**src/rtl/dcm_pkg.sv**
```systemverilog
// Shared constants for the display channel monitor.
// Assumes a 2-bit mode code and a fixed six-event status vector.
package dcm_pkg;
    localparam logic [1:0] MODE_OFF  = 2'd0;
    localparam logic [1:0] MODE_INIT = 2'd1;
    localparam logic [1:0] MODE_RUN  = 2'd2;
    localparam logic [1:0] MODE_EOF  = 2'd3;

    // event indices inside the sticky vector (also status bit positions)
    localparam int EV_EOF    = 0;
    localparam int EV_EOLN   = 1;
    localparam int EV_SLINE  = 2;
    localparam int EV_SFRAME = 3;
    localparam int EV_UFLOW  = 4;
    localparam int EV_DMA    = 5;
    localparam int NUM_EV    = 6;

    // control register bits
    localparam int C_MASTER = 0;
    localparam int C_EOF    = 1;
    localparam int C_EOLN   = 2;
    localparam int C_SLINE  = 3;
    localparam int C_DMA    = 4;
    localparam int CTRL_W   = 5;

    // register word addresses
    localparam logic [1:0] ADDR_CTRL   = 2'd0;
    localparam logic [1:0] ADDR_STAT   = 2'd1;
    localparam logic [1:0] ADDR_TARGET = 2'd2;

    // status word layout
    localparam int ST_RESP_LSB  = 6;
    localparam int ST_IRQ       = 8;
    localparam int ST_EMPTY     = 9;
    localparam int ST_FULL      = 10;
    localparam int ST_MODE_LSB  = 11;
    localparam int ST_FRAME_LSB = 13;
endpackage

```
**src/rtl/dcm_event_detect.sv**
```systemverilog
// Event detector: registers the channel mode and turns the input strobes
// into single-cycle event pulses, one per sticky status bit.
// Assumes all strobes are synchronous to clk and one cycle wide.
module dcm_event_detect
    import dcm_pkg::*;
(
    input  logic              clk,
    input  logic              rst_n,
    input  logic [1:0]        mode_i,
    input  logic              hstart_i,
    input  logic              vstart_i,
    input  logic              pend_i,
    input  logic              line_done_i,
    input  logic              line_hit_i,
    input  logic              fifo_rd_i,
    input  logic              fifo_empty_i,
    input  logic              resp_valid_i,
    input  logic [1:0]        resp_i,
    input  logic              bad_id_i,
    output logic [1:0]        mode_q,
    output logic              run_to_eof_o,
    output logic [NUM_EV-1:0] ev_o
);
    // Hold the last seen mode so that transitions can be detected.
    always_ff @(posedge clk) begin
        if (!rst_n) mode_q <= MODE_OFF;
        else        mode_q <= mode_i;
    end

    // Transition from run to end-of-frame, seen at the input this cycle.
    assign run_to_eof_o = (mode_q == MODE_RUN) && (mode_i == MODE_EOF);

    // Build the event pulse vector.
    always_comb begin
        ev_o            = '0;
        ev_o[EV_EOF]    = run_to_eof_o;
        ev_o[EV_EOLN]   = line_done_i && line_hit_i && !vstart_i;
        ev_o[EV_SLINE]  = hstart_i && pend_i;
        ev_o[EV_SFRAME] = vstart_i && pend_i;
        ev_o[EV_UFLOW]  = fifo_rd_i && fifo_empty_i;
        ev_o[EV_DMA]    = (resp_valid_i && (resp_i != 2'd0)) || bad_id_i;
    end
endmodule

```
**src/rtl/dcm_counters.sv**
```systemverilog
// Line and frame counters. The line counter restarts at vertical start and
// advances on line-done; the frame counter advances on each frame end and wraps.
module dcm_counters #(
    parameter int LINE_W  = 12,
    parameter int FRAME_W = 6
) (
    input  logic               clk,
    input  logic               rst_n,
    input  logic               vstart_i,
    input  logic               line_done_i,
    input  logic               frame_tick_i,
    input  logic [LINE_W-1:0]  target_i,
    output logic [LINE_W-1:0]  line_cnt_o,
    output logic [FRAME_W-1:0] frame_cnt_o,
    output logic               line_hit_o
);
    // Line counter: vertical start has priority over line-done.
    always_ff @(posedge clk) begin
        if (!rst_n)           line_cnt_o <= '0;
        else if (vstart_i)    line_cnt_o <= '0;
        else if (line_done_i) line_cnt_o <= line_cnt_o + 1'b1;
    end

    // Frame counter: modulo 2**FRAME_W.
    always_ff @(posedge clk) begin
        if (!rst_n)            frame_cnt_o <= '0;
        else if (frame_tick_i) frame_cnt_o <= frame_cnt_o + 1'b1;
    end

    assign line_hit_o = (line_cnt_o == target_i);
endmodule

```
**src/rtl/dcm_sticky_bank.sv**
```systemverilog
// Bank of sticky status bits with a shared clear; a set in the same cycle
// as the clear wins. One flop per event, built with generate.
module dcm_sticky_bank #(
    parameter int NUM = 6
) (
    input  logic           clk,
    input  logic           rst_n,
    input  logic [NUM-1:0] set_i,
    input  logic           clr_all_i,
    output logic [NUM-1:0] sticky_o
);
    for (genvar k = 0; k < NUM; k++) begin : g_bit
        // Set dominates clear; otherwise hold.
        always_ff @(posedge clk) begin
            if (!rst_n)         sticky_o[k] <= 1'b0;
            else if (set_i[k])  sticky_o[k] <= 1'b1;
            else if (clr_all_i) sticky_o[k] <= 1'b0;
        end
    end
endmodule

```
**src/rtl/disp_chan_monitor.sv**
```systemverilog
// Display channel error and interrupt monitor (top).
// Holds the control, line-target and response registers, serves the register
// port and forms the two interrupts from the sticky events.
// Assumes reads are combinational from reg_addr_i and writes take one edge.
module disp_chan_monitor
    import dcm_pkg::*;
#(
    parameter int LINE_W  = 12,
    parameter int FRAME_W = 6,
    parameter int DATA_W  = 32
) (
    input  logic              clk,
    input  logic              rst_n,
    input  logic [1:0]        chan_mode_i,
    input  logic              hstart_i,
    input  logic              vstart_i,
    input  logic              pix_pending_i,
    input  logic              line_done_i,
    input  logic              fifo_rd_i,
    input  logic              fifo_empty_i,
    input  logic              fifo_full_i,
    input  logic              resp_valid_i,
    input  logic [1:0]        resp_i,
    input  logic              bad_id_i,
    input  logic              reg_wr_i,
    input  logic [1:0]        reg_addr_i,
    input  logic [DATA_W-1:0] reg_wdata_i,
    output logic [DATA_W-1:0] reg_rdata_o,
    output logic              irq_o,
    output logic              dma_irq_o
);
    localparam int ST_LINE_LSB = ST_FRAME_LSB + FRAME_W;

    logic [1:0]         mode_q;
    logic               run_to_eof;
    logic [NUM_EV-1:0]  ev;
    logic [NUM_EV-1:0]  sticky;
    logic               clr_all;
    logic [CTRL_W-1:0]  ctrl_q;
    logic [LINE_W-1:0]  target_q;
    logic [1:0]         resp_q;
    logic [LINE_W-1:0]  line_cnt;
    logic [FRAME_W-1:0] frame_cnt;
    logic               line_hit;
    logic               unused_wdata;

    assign unused_wdata = ^reg_wdata_i[DATA_W-1:LINE_W];
    assign clr_all = reg_wr_i && (reg_addr_i == ADDR_STAT) && reg_wdata_i[0];

    dcm_event_detect u_detect (
        .clk          (clk),
        .rst_n        (rst_n),
        .mode_i       (chan_mode_i),
        .hstart_i     (hstart_i),
        .vstart_i     (vstart_i),
        .pend_i       (pix_pending_i),
        .line_done_i  (line_done_i),
        .line_hit_i   (line_hit),
        .fifo_rd_i    (fifo_rd_i),
        .fifo_empty_i (fifo_empty_i),
        .resp_valid_i (resp_valid_i),
        .resp_i       (resp_i),
        .bad_id_i     (bad_id_i),
        .mode_q       (mode_q),
        .run_to_eof_o (run_to_eof),
        .ev_o         (ev)
    );

    dcm_counters #(.LINE_W(LINE_W), .FRAME_W(FRAME_W)) u_cnt (
        .clk          (clk),
        .rst_n        (rst_n),
        .vstart_i     (vstart_i),
        .line_done_i  (line_done_i),
        .frame_tick_i (run_to_eof),
        .target_i     (target_q),
        .line_cnt_o   (line_cnt),
        .frame_cnt_o  (frame_cnt),
        .line_hit_o   (line_hit)
    );

    dcm_sticky_bank #(.NUM(NUM_EV)) u_sticky (
        .clk       (clk),
        .rst_n     (rst_n),
        .set_i     (ev),
        .clr_all_i (clr_all),
        .sticky_o  (sticky)
    );

    // Software-written control and line-target registers.
    always_ff @(posedge clk) begin
        if (!rst_n) begin
            ctrl_q   <= '0;
            target_q <= '0;
        end else if (reg_wr_i) begin
            if (reg_addr_i == ADDR_CTRL)   ctrl_q   <= reg_wdata_i[CTRL_W-1:0];
            if (reg_addr_i == ADDR_TARGET) target_q <= reg_wdata_i[LINE_W-1:0];
        end
    end

    // Capture the most recent bus response code.
    always_ff @(posedge clk) begin
        if (!rst_n)            resp_q <= 2'd0;
        else if (resp_valid_i) resp_q <= resp_i;
    end

    // Combine enabled events into the channel and DMA interrupts.
    always_comb begin
        irq_o = ctrl_q[C_MASTER] &
                ((sticky[EV_EOF]  & ctrl_q[C_EOF])  |
                 (sticky[EV_EOLN] & ctrl_q[C_EOLN]) |
                 ((sticky[EV_SLINE] | sticky[EV_UFLOW]) & ctrl_q[C_SLINE]) |
                 sticky[EV_SFRAME]);
        dma_irq_o = sticky[EV_DMA] & ctrl_q[C_DMA];
    end

    // Register read multiplexer.
    always_comb begin
        reg_rdata_o = '0;
        case (reg_addr_i)
            ADDR_CTRL:   reg_rdata_o[CTRL_W-1:0] = ctrl_q;
            ADDR_STAT: begin
                reg_rdata_o[NUM_EV-1:0]              = sticky;
                reg_rdata_o[ST_RESP_LSB +: 2]        = resp_q;
                reg_rdata_o[ST_IRQ]                  = irq_o;
                reg_rdata_o[ST_EMPTY]                = fifo_empty_i;
                reg_rdata_o[ST_FULL]                 = fifo_full_i;
                reg_rdata_o[ST_MODE_LSB +: 2]        = mode_q;
                reg_rdata_o[ST_FRAME_LSB +: FRAME_W] = frame_cnt;
                reg_rdata_o[ST_LINE_LSB +: LINE_W]   = line_cnt;
            end
            ADDR_TARGET: reg_rdata_o[LINE_W-1:0] = target_q;
            default:     reg_rdata_o = '0;
        endcase
    end
endmodule

```
**config.mk**
```make
export PLATFORM = sky130hd
export DESIGN_NAME = disp_chan_monitor
export DESIGN_NICKNAME = d
export VERILOG_FILES = /design/src/rtl/dcm_pkg.sv /design/src/rtl/dcm_event_detect.sv /design/src/rtl/dcm_counters.sv /design/src/rtl/dcm_sticky_bank.sv /design/src/rtl/disp_chan_monitor.sv
export SDC_FILE = /design/constraint.sdc
export NUM_CORES = 1
export LEC_CHECK = 0
export ABC_AREA = 1
export BUFFER_PORTS_ARGS = -buffer_cell sky130_fd_sc_hd__buf_2
export CAP_MARGIN = 10
export CORE_UTILIZATION = 50
export CTS_CLUSTER_SIZE = 24
export DETAILED_ROUTE_END_ITERATION = 8
export PLACE_DENSITY = 0.88
export SLEW_MARGIN = 20
export SYNTH_ARGS = -nofsm -noshare
export SYNTH_HDL_FRONTEND = slang
export SYNTH_SLANG_ARGS = --single-unit
```
**constraint.sdc**
```tcl
create_clock -name clk -period 1.3 [get_ports clk]
set_input_delay 0.13 -clock clk [delete_from_list [all_inputs] [get_ports clk]]
set_output_delay 0.13 -clock clk [all_outputs]
set_load 0.01 [all_outputs]
```
==> results_dict.tcl <==
set metrics [dict create \
    drc_errors 0 \
    placement_rows 25 \
    synth-simple-area-share_pct 33.4 \
    regArea_um2 920 \
    final_total_negative_setup_slack_ps -91.8 \
    grt_start_max_net_pins 27 \
    synth_top_family_by_area "simple AND/OR/NAND/NOR gates" \
    cap_viol_max_count 0 \
    hold-path-cell-count 3 \
    place_congestion 0.893 \
    num-nets-final 515 \
    cts_buffers 5 \
    max_freq_ghz 0.718 \
    power_per_cell_area_nw_per_um2 853 \
    multi_input_area_um2 1320 \
    synthesis.yosys.warnings 0 \
    clock_path_buffers 2 \
    routed-via-count 2645 \
    crit_path_start_kind "flip-flop" \
    track_usage_pct 25.2 \
    period_share_pct 107 \
    power.leakage_nw 1.60 \
    post-route-min-period_ps 1390 \
    ys_ff_latch 45 \
    clock_tree.root_cell "clkbuf_8" \
    totalWireLength_um 6420 \
    synth.mux.area_fraction_pct 0 \
    io_pins 84 \
    die_area_um2 5220 \
    crit_required_ps 1170 \
    worst_hold_slack_ps 56.5 \
    detail-route-antenna-nets 0 \
    globalRouteOverflowTotal 0 \
    worstHoldPathType "input pin to flip-flop" \
    syn-mean-instance-area_um2 6.40 \
    wire_per_inst_um 12.2 \
    final-setup-viol-count 1 \
    final_cell_count_no_fill 525 \
    layout_common_cells "120 x nand2_1, 62 x buf_2, 58 x inv_1" \
    start_util_pct 52.3 \
    critical_path.max_fanout 3 \
    r2r.worst_path.cells 5 \
    final.setup.worst_slack_ps -91.8 \
    cts.sink_count 45 \
    cts_tree "done" \
    die_w_um 72.3 \
    drt_first_iter_violations 146 \
    cts_hold_repair.buffers 0 \
    mostFrequentLayoutCell "nand2_1" \
    dp.cells 514 \
    dp.final_hpwl_um 4740 \
    first_global_vias 2422 \
    detail_route.vias_per_cell 5.04 \
    layout-area-overhead-vs-synth_pct 25.8 \
    clkTransAtPathRegs_ps 70 \
    final-max-slew-violation-count 0 \
    first_pass_grt_wire_length_um 10300 \
    grt_setup_unrepaired "yes" \
    crit_arrival_ps 1260 \
    synth_cells 386 \
    ctsHtreeMaxLevel 2 \
    synth-xor-area-share_pct 1.42 \
    fillCellCount 439 \
    drtPass1Iterations 5 \
    synth.yosys.seq_area_share_pct 36.5 \
    status "finished, violations left" \
    post_synth_net_total 442 \
    timing.critical_path.to_type "output port" \
    insertion_delay_ps 300 \
    timing_hold_violations_final 0 \
    num_antenna_cells 0 \
    share_of_final_layout_standard_cells_stronger_than_drive_strength_1_pct 27.9 \
    vdd_ir_drop_max_uv 624 \
    critical_path_class "flip-flop to output port" \
    finalClockSkew_ps 10.7 \
    port_buffers 62 \
    synth.lib_cells_used.distinct 31 \
    die_h_um 72.3 \
    synth_adder_area_share_pct 3.04 \
    syn_area_um2 2470 \
    antenna_violations_before_repair 0 \
    floorplan.core_area_um2 4720 \
    finish.utilization_pct 65.8 \
    synth_compound_gate_area_share_pct 13.7 \
    failed_checks "negative setup slack" \
]
worst max-delay path: stages (launching register included):
cell and delay [ps]:
dfxtp_2 370, a21oi_2 60, nand3_1 90, and2_4 160
nand2_2 50, a21oi_2 110, buf_2 140
cell type report:
class	count	area share [%]
well taps	67	2.70
clock buffers	5	2.22
clock inverters	1	0.161
flip-flops and latches	45	29.6
repair buffers	78	15.3
inverters	63	7.61
multi-input cells	266	42.4
through the flow:
stage               setup slack [ps]  instance area (µm²)  power, W
floorplan                        110                 2470   0.00170
global placement                81.1                 2920   0.00184
detailed placement              38.0                 2920   0.00185
CTS                            -66.3                 3030   0.00265
global route                    -152                 3110   0.00277
finish                         -91.8                 3110   0.00265
synthesized netlist by cell type (all sizes together):
| cell | instances | share of area (%) |
|---|---|---|
| xnor2 | 2 | 0.71 |
| buf | 4 | 1.0 |
| nor3b | 1 | 0.51 |
| nand2 | 124 | 19 |
| nand4 | 4 | 1.3 |
| xor2 | 2 | 0.71 |
| a21oi | 39 | 8.1 |
| nor2 | 38 | 7.0 |
| o21bai | 2 | 0.61 |
| ha | 6 | 3.0 |
| dfxtp | 45 | 36 |
| conb | 1 | 0.15 |
| a211oi | 1 | 0.30 |
| nor3 | 9 | 2.2 |
| inv | 63 | 9.6 |
| nand3 | 13 | 2.8 |
| clkbuf | 8 | 1.2 |
| o21ai | 21 | 4.3 |
| a31oi | 2 | 0.51 |
| and2 | 1 | 0.25 |
timing repair:
| item | 4_1_cts | 5_1_grt |
|---|---|---|
| cloned | 0 | 1 |
| pin swaps | 0 | 2 |
| resized for setup | 13 | 15 |
| buffers inserted | 3 | 1 |
| endpoints found under the setup margin | 2 | 12 |
state kept, by name, indices dropped and copies added (netlist names):
register and count:
u_sticky.sticky_o 6, target_q 12, u_cnt.line_cnt_o 12, u_detect.mode_q 2, resp_q 2, ctrl_q 5
u_cnt.frame_cnt_o 6
report_power, final:
part	total, W	switching [W]	internal, W	leakage (nW)
Clock	0.000790	0.000437	0.000354	0.0399
Sequential	0.00147	0.0000447	0.00143	0.373
Combinational	0.000385	0.000224	0.000160	1.19
metal layers:
metal,GRT usage [%],up-vias,part of all wire [%]
met5,0,-,0
met4,8.28,0,1.6
met3,3.61,10,5.8
met2,45.3,98,50
met1,30.8,1199,43
li1,-,1338,-
path summary, 6_finish.rpt:
| kind | start | endpoint | slack, ps |
|---|---|---|---|
| max | ctrl_q[1] | reg_rdata_o[8] | -90 |
| min | chan_mode_i[0] | u_detect.mode_q[0] | 60 |
| max reg2reg | u_cnt.line_cnt_o[1] | u_cnt.line_cnt_o[4] | 90 |
| min reg2reg | resp_q[0] | resp_q[0] | 460 |
cell families after synthesis:
logic type,count (synthesis)
other,1
DFF,45
buffers and inverters,75
adders and majority gates,6
AOI/OAI and AO/OA,65
and+or+nand+nor,190
xor gates and xnor gates,4
(Power assumes the default switching activity.)
